--- src/rtl/mon_pkg.sv ---
package mon_pkg;
  localparam logic [1:0] EV_START = 2'd0;
  localparam logic [1:0] EV_ADDR  = 2'd1;
  localparam logic [1:0] EV_DATA  = 2'd2;
  localparam logic [1:0] EV_STOP  = 2'd3;

  localparam logic [7:0] WA_RESET = 8'h00;
  localparam logic [7:0] WA_CMD   = 8'h03;
  localparam logic [7:0] STAT_LEN = 8'd4;
  localparam int unsigned HDR_N   = 6;

  typedef struct packed {
    logic       is_rd;
    logic [7:0] waddr;
    logic [7:0] count;
    logic [7:0] opcode;
    logic [7:0] param1;
    logic [15:0] param2;
    logic [15:0] crc;
    logic       len_err;
    logic       ovf;
    logic       st_valid;
    logic [7:0] status;
    logic       st_known;
  } res_t;

  function automatic logic code_known(input logic [7:0] c);
    return (c == 8'h00) || (c == 8'h01) || (c == 8'h03) ||
           (c == 8'h0F) || (c == 8'h11) || (c == 8'hFF);
  endfunction
endpackage

--- src/rtl/mon_fsm.sv ---
module mon_fsm
  import mon_pkg::*;
(
  input  logic       clk_i,
  input  logic       rst_ni,
  input  logic       ev_valid_i,
  input  logic [1:0] ev_kind_i,
  input  logic       ev_rd_i,
  output logic       open_o,
  output logic       take_o,
  output logic       done_o,
  output logic       dir_rd_o
);
  typedef enum logic [1:0] {S_IDLE, S_ADDR, S_RD, S_WR} st_e;
  st_e st_q, st_d;

  logic in_frame;
  assign in_frame = (st_q == S_RD) || (st_q == S_WR);
  assign dir_rd_o = (st_q == S_RD);
  assign open_o   = ev_valid_i && (st_q == S_ADDR) && (ev_kind_i == EV_ADDR);
  assign done_o   = ev_valid_i && in_frame && (ev_kind_i == EV_STOP);
  assign take_o   = ev_valid_i && (ev_kind_i == EV_DATA) &&
                    (((st_q == S_RD) && ev_rd_i) || ((st_q == S_WR) && !ev_rd_i));

  always_comb begin
    st_d = st_q;
    if (ev_valid_i) begin
      unique case (st_q)
        S_IDLE: if (ev_kind_i == EV_START) st_d = S_ADDR;
        S_ADDR: begin
          if (ev_kind_i == EV_ADDR)      st_d = ev_rd_i ? S_RD : S_WR;
          else if (ev_kind_i == EV_STOP) st_d = S_IDLE;
        end
        default: begin
          if (ev_kind_i == EV_STOP)       st_d = S_IDLE;
          else if (ev_kind_i == EV_START) st_d = S_ADDR; // restart drops frame
        end
      endcase
    end
  end

  always_ff @(posedge clk_i or negedge rst_ni)
    if (!rst_ni) st_q <= S_IDLE;
    else         st_q <= st_d;
endmodule

--- src/rtl/mon_capture.sv ---
module mon_capture
  import mon_pkg::*;
#(
  parameter int unsigned BUF_DEPTH = 80,
  parameter int unsigned CW = $clog2(BUF_DEPTH + 1)
) (
  input  logic                 clk_i,
  input  logic                 rst_ni,
  input  logic                 clr_i,
  input  logic                 take_i,
  input  logic [7:0]           byte_i,
  output logic [CW-1:0]        n_o,
  output logic                 ovf_o,
  output logic [HDR_N-1:0][7:0] hdr_o,
  output logic [15:0]          tail_o
);
  localparam logic [CW-1:0] FULL = CW'(BUF_DEPTH);

  logic full;
  assign full = (n_o == FULL);

  always_ff @(posedge clk_i or negedge rst_ni) begin
    if (!rst_ni) begin
      n_o <= '0; ovf_o <= 1'b0; tail_o <= '0;
    end else if (clr_i) begin
      n_o <= '0; ovf_o <= 1'b0; tail_o <= '0;
    end else if (take_i) begin
      if (full) ovf_o <= 1'b1;
      else      n_o   <= n_o + 1'b1;
      tail_o <= {tail_o[7:0], byte_i};
    end
  end

  for (genvar g = 0; g < HDR_N; g++) begin : g_hdr
    logic [7:0] q;
    always_ff @(posedge clk_i or negedge rst_ni) begin
      if (!rst_ni)                                q <= '0;
      else if (clr_i)                             q <= '0;
      else if (take_i && !full && n_o == CW'(g))  q <= byte_i;
    end
    assign hdr_o[g] = q;
  end
endmodule

--- src/rtl/mon_parse.sv ---
module mon_parse
  import mon_pkg::*;
#(
  parameter int unsigned CW = 7
) (
  input  logic                  clk_i,
  input  logic                  rst_ni,
  input  logic                  done_i,
  input  logic                  dir_rd_i,
  input  logic [CW-1:0]         n_i,
  input  logic                  ovf_i,
  input  logic [HDR_N-1:0][7:0] hdr_i,
  input  logic [15:0]           tail_i,
  output logic                  valid_o,
  output res_t                  res_o,
  output logic [CW-1:0]         pay_start_o,
  output logic [CW-1:0]         pay_end_o,
  output logic [CW-1:0]         pay_len_o
);
  localparam int unsigned LW = (CW > 8) ? CW + 1 : 9;

  logic       known_q;
  logic [7:0] kw_q;
  res_t       nx;
  logic [CW-1:0] ps_d, pe_d, pl_d;
  logic       emit, wr_store, len_ok, st_path;
  logic [LW-1:0] n_x, cnt_x;

  assign n_x     = LW'(n_i);
  assign cnt_x   = LW'(hdr_i[1]);
  assign len_ok  = (n_x == cnt_x + LW'(1)) && (n_x >= LW'(8));
  assign st_path = known_q && ((kw_q == WA_RESET) ||
                               ((kw_q == WA_CMD) && (hdr_i[0] == STAT_LEN)));
  assign emit     = done_i && (dir_rd_i || ovf_i || (n_i != '0));
  assign wr_store = done_i && !dir_rd_i && !ovf_i && (n_i != '0);

  always_comb begin
    nx = '0;
    ps_d = '0; pe_d = '0; pl_d = '0;
    nx.is_rd = dir_rd_i;
    if (ovf_i) begin
      nx.ovf = 1'b1;
    end else if (dir_rd_i) begin
      nx.count    = hdr_i[0];
      nx.crc      = tail_i;
      nx.st_valid = st_path;
      nx.status   = st_path ? hdr_i[1] : 8'h00;
      nx.st_known = st_path && code_known(hdr_i[1]);
    end else begin
      nx.waddr = hdr_i[0];
      if (hdr_i[0] == WA_CMD) begin
        nx.count = hdr_i[1];
        if (len_ok) begin
          nx.opcode = hdr_i[2];
          nx.param1 = hdr_i[3];
          nx.param2 = {hdr_i[5], hdr_i[4]};
          nx.crc    = tail_i;
          ps_d = CW'(6);
          pe_d = n_i - CW'(2);
          pl_d = n_i - CW'(8);
        end else begin
          nx.len_err = 1'b1;
        end
      end
    end
  end

  always_ff @(posedge clk_i or negedge rst_ni) begin
    if (!rst_ni) begin
      valid_o <= 1'b0; res_o <= '0;
      pay_start_o <= '0; pay_end_o <= '0; pay_len_o <= '0;
      known_q <= 1'b0; kw_q <= '0;
    end else begin
      valid_o <= emit;
      if (emit) begin
        res_o <= nx;
        pay_start_o <= ps_d; pay_end_o <= pe_d; pay_len_o <= pl_d;
      end
      if (done_i && dir_rd_i) known_q <= 1'b0;
      else if (wr_store) begin
        known_q <= 1'b1;
        kw_q    <= hdr_i[0];
      end
    end
  end
endmodule

--- src/rtl/i2c_cmd_frame_mon.sv ---
module i2c_cmd_frame_mon
  import mon_pkg::*;
#(
  parameter int unsigned BUF_DEPTH = 80,
  parameter int unsigned CW = $clog2(BUF_DEPTH + 1)
) (
  input  logic          clk_i,
  input  logic          rst_ni,
  input  logic          ev_valid_i,
  input  logic [1:0]    ev_kind_i,
  input  logic          ev_rd_i,
  input  logic [7:0]    ev_byte_i,
  output logic          res_valid_o,
  output logic          res_rd_o,
  output logic [7:0]    waddr_o,
  output logic [7:0]    count_o,
  output logic [7:0]    opcode_o,
  output logic [7:0]    param1_o,
  output logic [15:0]   param2_o,
  output logic [15:0]   crc_o,
  output logic [CW-1:0] pay_start_o,
  output logic [CW-1:0] pay_end_o,
  output logic [CW-1:0] pay_len_o,
  output logic          len_err_o,
  output logic          ovf_o,
  output logic          stat_valid_o,
  output logic [7:0]    stat_o,
  output logic          stat_known_o
);
  logic open_w, take_w, done_w, dir_rd_w, ovf_w;
  logic [CW-1:0] n_w;
  logic [HDR_N-1:0][7:0] hdr_w;
  logic [15:0] tail_w;
  res_t res_w;

  mon_fsm u_fsm (
    .clk_i, .rst_ni, .ev_valid_i, .ev_kind_i, .ev_rd_i,
    .open_o(open_w), .take_o(take_w), .done_o(done_w), .dir_rd_o(dir_rd_w)
  );

  mon_capture #(.BUF_DEPTH(BUF_DEPTH), .CW(CW)) u_cap (
    .clk_i, .rst_ni, .clr_i(open_w), .take_i(take_w), .byte_i(ev_byte_i),
    .n_o(n_w), .ovf_o(ovf_w), .hdr_o(hdr_w), .tail_o(tail_w)
  );

  mon_parse #(.CW(CW)) u_parse (
    .clk_i, .rst_ni, .done_i(done_w), .dir_rd_i(dir_rd_w), .n_i(n_w),
    .ovf_i(ovf_w), .hdr_i(hdr_w), .tail_i(tail_w),
    .valid_o(res_valid_o), .res_o(res_w),
    .pay_start_o, .pay_end_o, .pay_len_o
  );

  assign res_rd_o     = res_w.is_rd;
  assign waddr_o      = res_w.waddr;
  assign count_o      = res_w.count;
  assign opcode_o     = res_w.opcode;
  assign param1_o     = res_w.param1;
  assign param2_o     = res_w.param2;
  assign crc_o        = res_w.crc;
  assign len_err_o    = res_w.len_err;
  assign ovf_o        = res_w.ovf;
  assign stat_valid_o = res_w.st_valid;
  assign stat_o       = res_w.status;
  assign stat_known_o = res_w.st_known;
endmodule

--- config.mk ---
export PLATFORM = sky130hd
export DESIGN_NAME = i2c_cmd_frame_mon
export DESIGN_NICKNAME = d
export VERILOG_FILES = /design/src/rtl/mon_pkg.sv /design/src/rtl/mon_fsm.sv /design/src/rtl/mon_capture.sv /design/src/rtl/mon_parse.sv /design/src/rtl/i2c_cmd_frame_mon.sv
export SDC_FILE = /design/constraint.sdc
export NUM_CORES = 1
export LEC_CHECK = 0
export ABC_CLOCK_PERIOD_IN_PS = 6090
export BUFFER_PORTS_ARGS = -buffer_cell sky130_fd_sc_hd__buf_4
export CAP_MARGIN = 30
export CORE_AREA = 2 2 111 220
export CTS_CLUSTER_SIZE = 40
export DETAILED_ROUTE_END_ITERATION = 7
export DIE_AREA = 0 0 113 222
export GPL_TIMING_DRIVEN = 0
export SLEW_MARGIN = 40
export SYNTH_ARGS = -nofsm -noshare
export SYNTH_HDL_FRONTEND = slang
export SYNTH_SLANG_ARGS = --single-unit
--- constraint.sdc ---
create_clock -name clk_i -period 6.09 [get_ports clk_i]
set_clock_uncertainty 0.15 [all_clocks]
set_input_delay 0.609 -clock clk_i [delete_from_list [all_inputs] [get_ports clk_i]]
set_output_delay 0.609 -clock clk_i [all_outputs]
set_load 0.005 [all_outputs]
==> run summary, run 1 <==
TritonCTS built the clock tree. Dividing the synthesized area by the synthesized cell count gives 10.6 um^2. The floorplan step defined a core boundary enclosing 23300 um^2.

CTS saw 175 sinks. The post-route netlist has 25.9% of its cells at a drive strength greater than 1. Timing would allow up to 305 MHz. The number of cells on the worst reg-to-reg path is 9. For hold timing, the worst endpoint is u_fsm.st_q[0]. By startpoint and endpoint, the worst setup path is classified as reg2reg. The synthesized design contains 0 enable-type register cells.

In this run the core area contains 79 standard-cell rows. The count of cells in the finished layout, fillers not included, comes to 1192. For this run, the total global-route usage over all layers was measured as 18.5%. The run gives 22.8 mm as the detailed-route wire length. The logs give 4 for the H-tree depth reported by CTS and 0 for the count of endpoints failing setup in the final report. The number of hold-slack violations in the final timing report was 0. Setup repair after global routing left no endpoint under its margin. Of the available clock period, the critical path in the final layout requires 53.9%.

Measured along the x axis, the die boundary spans 113 um. The tools report the antenna cell count as 0. The design draws 3570 uW. For this block, the via count after detailed routing is 6298. VDD sags by at most 0.000213 V.

The transition time at the pin with the least slew margin was 0.819 ns. The kind of start point of the critical path is a flop. Kind of end point of the critical path: a flop. The tightest min-delay check is of the in2reg type.

Among all flip-flop cells after synthesis, the most frequent one is dfrtp_1. Headroom to the max-slew limit came out at 45.1%. Counting the buffers created by CTS gives 17.

The layout net count is 923, and the final sum of negative setup slack is 0 ns. In this run the critical register-to-register path is captured at u_parse.pay_len_o[4]. Compared with the post-synthesis result, the final layout area differs by 22.8%. Counting every instance in the synthesized netlist gives 763. The tree is rooted in a clkbuf_16. The clock reaches the later pin of the worst-skew pair after 0.45 ns. Counting instances, the worst hold path has a depth of 2. The logs give 0 for the final number of max-transition violations and 0 for the initial antenna violation count. For this run, the register share of the synthesized area comes to 54.3%. The first-iteration detailed-routing DRC count is 284, and the cell area after synthesis is 8070 um^2. Routability-driven placement finished with a final weighted congestion of 0.842. The startpoint identified for the worst register-to-register timing path is u_cap.g_hdr[1].q[0].

The die footprint was 25100 um^2; the register clock-pin slew on the reported worst setup and hold paths was 0.07 ns. Dividing total power by cell area gives a power density of 361 nW/um^2. In this run the count of I/O pins placed on the die edge is 113. After detailed routing, the number of remaining DRC violations is 6. STA puts the critical path data required time at 6.28 ns.

The logs give 0 for the number of max-cap violations and 2 for the worst-case clock buffer depth. Buffers added to address setup during post-CTS repair amount to 0. The peak fanout along the critical path works out to 10. After synthesis, the share of flip-flops with an asynchronous set or reset is 100%. The tools report the detailed-routing iteration count for the pre-antenna-repair pass as 7. Including well taps, the total number of placed cells is 1159. The routed wire length per instance was 19.1 um; the half-perimeter wire length after placement was 17.2 mm.

Entering global routing, the biggest net connects 71 pins. The number of buffer cells added on primary ports works out to 107. The run finished, with violations left. The run gives 35.7 mm as the wire length of the first global-routing pass. Across all register-to-register paths, the minimum setup slack is 2.81 ns. Synthesis instantiated 51 different standard cells from the library. Measured along the y axis, the die boundary spans 222 um. Once the floorplan was initialized, standard cells occupied 34.6% of the core. The logs give 6356 for the number of global-route vias before repair and 0.00454 uW for the cell leakage power. The number of synthesis warnings came out at 0. Final critical delay including setup and external delays: 3.28 ns. Worst hold path startpoint: ev_kind_i[0]. Number of synthesized register bits: 175. The final reports fail on design-rule violations. Once detail routing completed, the nets flagged for antenna violations numbered 0. Using the TritonRoute via totals, the vias-per-cell ratio works out to 5.28. The total overflow left after global routing is 0. For the worst setup path, the data arrival time is 3.48 ns.
## per-stage QoR
step	hold WS (ns)	worst slack [ns]	utilization [%]	instance area, um^2
global placement	0.318	2.73	39.6	9240
finish	0.248	2.81	42.5	9900
CTS	0.236	2.70	42.4	9890
detailed placement	0.327	2.72	39.9	9300
floorplan	0.163	3.60	-	8080
global route	0.276	2.61	42.5	9900
## worst max path at each step
stage / from / endpoint / slack (ns) / cells after the start
2_1_floorplan: u_cap.g_hdr[1].q[0] / u_parse.pay_end_o[5] / 3.60 / 9
3_3_place_gp: u_cap.g_hdr[1].q[0] / u_parse.pay_len_o[4] / 2.73 / 9
3_5_place_dp: u_cap.g_hdr[1].q[0] / u_parse.pay_len_o[4] / 2.72 / 9
4_1_cts: u_cap.g_hdr[1].q[0] / u_parse.pay_len_o[4] / 2.70 / 9
5_1_grt: u_cap.g_hdr[1].q[0] / u_parse.pay_start_o[1] / 2.61 / 9
6_report: u_cap.g_hdr[1].q[0] / u_parse.pay_len_o[4] / 2.81 / 9
## worst max-delay path, stage by stage (launching register included)
cell and delay, ns:
dfrtp_1 0.37, clkbuf_1 0.32, inv_1 0.13, ha_1 0.33, xor2_1 0.17, a311o_1 0.35
nor4_2 0.19, o2111ai_2 0.46, clkbuf_1 0.43, o31ai_1 0.29
## cell families (layout without fill, tap and decap cells)
logic type / after synthesis / after routing / share of synthesized area [%]
simple gates: 242 / 242 / 14.2
compound gates: 175 / 175 / 14.4
flops: 175 / 175 / 54.3
buf+inv: 77 / 219 / 4.89
mux: 57 / 57 / 7.69
xor+xnor: 23 / 23 / 2.50
fa+ha+maj: 13 / 13 / 2.02
other cells: 1 / 5 / 0.0465
## metal layers
layer / wire, um / vias up / GRT usage, %
met4: 840 / 0 / 8.46
met2: 12600 / 152 / 34.1
li1: - / 2943 / -
met1: 8520 / 3143 / 20.1
met5: 0 / - / 0
met3: 852 / 60 / 3.34
## cell usage after synthesis (4+ instances only)
| library cell | number | area (um^2) |
|---|---|---|
| a22o_1 | 18 | 158 |
| o21ai_0 | 29 | 145 |
| nand4_1 | 6 | 37.5 |
| xor2_1 | 7 | 61.3 |
| mux2_2 | 40 | 450 |
| ha_1 | 13 | 163 |
| a22oi_1 | 18 | 135 |
| xnor2_1 | 16 | 140 |
| nor2b_1 | 11 | 68.8 |
| clkbuf_1 | 17 | 63.8 |
| nand2_1 | 117 | 439 |
| nor3_1 | 4 | 20.0 |
| a21oi_1 | 27 | 135 |
| a2bb2oi_1 | 17 | 149 |
| o31ai_1 | 16 | 120 |
| mux2i_1 | 17 | 170 |
| inv_1 | 12 | 45.0 |
| and3_1 | 10 | 62.6 |
| buf_6 | 4 | 45.0 |
| nand3_1 | 40 | 200 |
| buf_1 | 6 | 22.5 |
| o21ai_1 | 30 | 150 |
| buf_4 | 11 | 82.6 |
| a21o_1 | 4 | 30.0 |
| nor2_1 | 35 | 131 |
| buf_2 | 27 | 135 |
| dfrtp_1 | 175 | 4380 |
## layout make-up
type / instances / area, um^2
fillers: 2317 / 13400
flip-flops and latches: 175 / 4380
multi-input cells: 515 / 3320
repair buffers: 110 / 876
clock buffers: 18 / 439
well taps: 283 / 354
plain buffers: 65 / 349
clock inverters: 14 / 143
inverters: 12 / 45.0
## what timing repair did
action                                 4_1_cts  5_1_grt
endpoints found under the hold margin       63        0
hold buffers                                 1        0
resized for setup                            0        0
## sequential cells by signal, summed over array words and instances (netlist names)
signal / count
u_cap.g_hdr.q: 48
u_cap.n_o: 7
u_cap.ovf_o: 1
u_cap.tail_o: 16
u_fsm.st_q: 2
u_parse.known_q: 1
u_parse.kw_q: 8
u_parse.pay_end_o: 6
u_parse.pay_len_o: 7
u_parse.pay_start_o: 1
u_parse.res_o: 77
u_parse.valid_o: 1
## cell usage in the layout, fill, tap and decap left out, types with 18 or more instances in the layout
cell type / n
buf_4: 117
mux2_2: 40
nand3_1: 40
a21oi_1: 26
buf_2: 27
o21ai_0: 29
o21ai_1: 30
nand2_1: 117
nor2_1: 35
a22o_1: 18
dfrtp_1: 175
a22oi_1: 18
## where the power goes
group / switching [uW] / internal (uW)
Sequential: 219 / 1400
Clock: 521 / 557
Combinational: 426 / 454
Total: 1170 / 2410
Power figures use the tool's default switching activity.
==> run 2, diff against run 1 <==
--- a/config.mk
+++ b/config.mk
@@ -5,7 +5,7 @@
 export SDC_FILE = /design/constraint.sdc
 export NUM_CORES = 1
 export LEC_CHECK = 0
-export ABC_CLOCK_PERIOD_IN_PS = 6090
+export ABC_CLOCK_PERIOD_IN_PS = 2750
 export BUFFER_PORTS_ARGS = -buffer_cell sky130_fd_sc_hd__buf_4
 export CAP_MARGIN = 30
 export CORE_AREA = 2 2 111 220
==> constraint.sdc (replaced) <==
create_clock -name clk_i -period 2.75 [get_ports clk_i]
set_clock_uncertainty 0.15 [all_clocks]
set_input_delay 0.275 -clock clk_i [delete_from_list [all_inputs] [get_ports clk_i]]
set_output_delay 0.275 -clock clk_i [all_outputs]
set_load 0.005 [all_outputs]
==> run 2 against run 1 <==
Compared with the run above: the flow still finishes with violations (design-rule violations); worst setup slack lost 2.7 ns; register-to-register slack lost 2.7 ns; flip-flop and latch count is the same; global-route usage grew 0.074 points; combinational power grew 130%; power grew 120%; hold slack lost 0.22 ns; core utilization grew 0.90 points; non-clock buffer count grew 12; critical path type unchanged; largest cell class unchanged.
==> run summary, run 2 (same netlist as run 1, synthesis figures left out) <==
The run finished, with violations left. The checks that failed: design-rule violations. The area of the core was 23300 um^2 (unchanged). The largest registers in the layout are u_parse.res_o x77, u_cap.g_hdr.q x48, u_cap.tail_o x16.

The antenna cell count came out at 0 (unchanged). The cell area after placement came out at 9300 um^2 (unchanged). The worst setup path is of the reg2reg kind. Peak fanout along the critical path: 10 (unchanged).

The logs give 71 (unchanged) for the maximum number of pins on one net before global-route repair and 0 (unchanged) for the count of endpoints failing setup in the final report. The count of cells along the worst register-to-register path was 10 (+1). The critical path ends at u_parse.pay_end_o[6]. For the final number of max-transition violations, the log shows 0 (unchanged).

The total overflow reported by the global router came out at 0 (unchanged). The cell leakage power was 0.00463 uW (+2.0%); the register clock-pin slew on the reported worst setup and hold paths was 0.07 ns (about the same). The library cell used as clock root buffer was clkbuf_16. The sequential cell area is 4380 um^2 (+0.11%), and the final critical delay including setup and external delays is 2.65 ns (-0.634 ns). The tools report the wire length of the first global-routing pass as 35.9 mm (+0.45%). The tools report the residual antenna-violating net count after detailed routing as 0 (unchanged). STA classifies the critical path endpoint as a flop. The most common cell after layout, fill and taps aside was dfrtp_1. Launching point of the worst reg2reg path: u_cap.g_hdr[1].q[0].

Required time of the worst setup path: 2.94 ns (-3.34 ns). Combined area of the multi-input logic cells: 3390 um^2 (+2.0%). Leaving out fill and tap cells, the most frequent cells in the layout are dfrtp_1 (171), buf_4 (123), nand2_1 (117), mux2_2 (40), nand3_1 (40). The tools report the number of sinks handled by clock tree synthesis as 175 (unchanged). The run gives 0.10 ns (-2.71 ns) as the register-to-register path setup slack. Achievable clock frequency: 377 MHz (+24%). Counting flops per register, the top entry is u_parse.res_o. Total power divided by cell area: 791 nW/um^2 (+120%).

Maximum vdd drop: 0.000497 V (+130%). For the number of global-route vias before repair, the log shows 6398 (+0.66%). The final design instance area without fill was 10100 um^2 (+2.1%). The tools report the startpoint of the worst setup timing path as u_cap.g_hdr[1].q[0]. The transition time at the pin with the least slew margin was 0.773 ns (-0.0459 ns). The fraction of layout instances using a drive strength above 1 works out to 28.0% (+2.2 points). The per-cell via count in the routed design is 5.28 (-0.15%).

STA classifies the critical path startpoint as a flop. For the global-route usage over all layers, the log shows 18.5% (+0.074 points). The number of buffer cells added on primary ports is 107 (unchanged), and the initial antenna violation count is 0 (unchanged). The clock latency reported for the late side of the worst-skew pair is 0.45 ns (about the same), and the area growth from synthesis to final layout is 25.4%. The half-perimeter wire length after placement was 17.2 mm (unchanged); the starting utilization of the core area was 34.6% (unchanged). The tools report the detailed-route wire length as 22.9 mm (+0.28%). The logs give 113 (unchanged) for the number of top-level pins and 935 (+1.3%) for the layout net count. For the headroom to the max-slew limit, the log shows 48.1% (+3.0 points). The final cycle utilization of the critical path was 96.3% (+42 points). The die footprint is 25100 um^2 (unchanged), and the worst-case clock buffer depth is 2 (unchanged).

The remaining design rule violation count was 6 (unchanged); the core utilization of the finished layout was 43.4% (+0.90 points). The count of vias placed by the detailed router is 6352 (+0.86%), and the H-tree depth reported by CTS is 4 (unchanged). The chip height works out to 222 um (unchanged). The number of max-cap violations is 0 (unchanged), and the final-layout fill cell count is 2307 (-0.43%). The final weighted congestion in routability-driven placement is 0.842 (unchanged), and the data arrival time of the critical path is 2.84 ns (-0.64 ns).

Setup repair after global routing left no endpoint under its margin. For the number of hold-slack violations in the final timing report, the log shows 0 (unchanged). Horizontal extent of the die: 113 um (unchanged). Number of flip-flops in the largest register: 77 (unchanged). The run gives 17 (unchanged) as the total CTS buffers.

The tools report the final sum of negative setup slack as 0 ns (unchanged). The terminus of the critical flop-to-flop path is u_parse.pay_end_o[6]. Routed wire length per instance: 19.0 um (-0.72%). TritonCTS built the clock tree. The tools report the number of placement rows as 79 (unchanged). The final-layout worst hold slack came out at 0.0248 ns (-0.223 ns). The first-iteration detailed-routing DRC count is 320 (+13%). The worst hold path belongs to the class in2reg. The detailed-routing iteration count for the pre-antenna-repair pass is 7 (unchanged).
## run 2: cell types whose count changed in the layout (fill, tap and decap cells not counted), moves of 4 or more
cell	before	now
o21ai_1	30	37
o21ai_0	29	22
buf_4	117	123
dfrtp_2	0	4
dfrtp_1	175	171
clkbuf_1	17	11
dlygate4sd3_1	1	9
## run 2: where the power goes
part	internal [uW]	switching, uW
Sequential	3090	487
Combinational	1070	969
Clock	1230	1150
## run 2: per-stage QoR
| step | worst slack (ns) | power [uW] | instances |
|---|---|---|---|
| 2_1_floorplan | 0.256 | 4700 | 767 |
| 3_3_place_gp | -0.608 | 5520 | 1157 |
| 3_5_place_dp | -0.616 | 5580 | 1159 |
| 4_1_cts | 0.00618 | 8040 | 1203 |
| 5_1_grt | 0.00281 | 8430 | 1204 |
| 6_report | 0.100 | 8000 | 1204 |
## run 2: worst min path at each step
stage | start | endpoint | cells past startpoint
6_report | ev_byte_i[6] | u_cap.g_hdr[1].q[6] | 3
5_1_grt | ev_byte_i[6] | u_cap.tail_o[6] | 3
4_1_cts | ev_byte_i[6] | u_cap.tail_o[6] | 3
3_5_place_dp | rst_ni | u_parse.valid_o | 1
3_3_place_gp | u_parse.res_o[63] | u_parse.res_o[63] | 2
2_1_floorplan | rst_ni | u_cap.g_hdr[0].q[0] | 0
## run 2: metal layers
metal	wire (um)	global-route usage [%]
met1	8400	19.9
met2	12700	34.1
met3	899	3.69
met4	844	9.05
met5	0	0
## run 2: worst max-delay path, stage by stage (launching register included)
cell       delay (ns)
dfrtp_1          0.40
buf_6            0.13
inv_1            0.06
ha_1             0.30
xor2_1           0.17
a311o_1          0.32
nor4_4           0.27
o2111ai_4        0.16
buf_4            0.18
buf_4            0.17
o31ai_1          0.24
## run 2: repair_timing
action                     CTS  global route
pin swaps                    1             3
hold buffers                 9             0
setup buffers                3             1
hold endpoints to repair    83             0
cloned                       0             0
setup endpoints to repair   93           112
resized for setup           15            30
## run 2: final cells by class
cell class,count,share of cell area (%)
sequential,175,43.4
multi-input combinational,515,33.5
timing repair buffer,122,9.75
clock buffer,18,4.34
buffer,65,3.70
tap,283,3.50
clock inverter,14,1.41
inverter,12,0.470
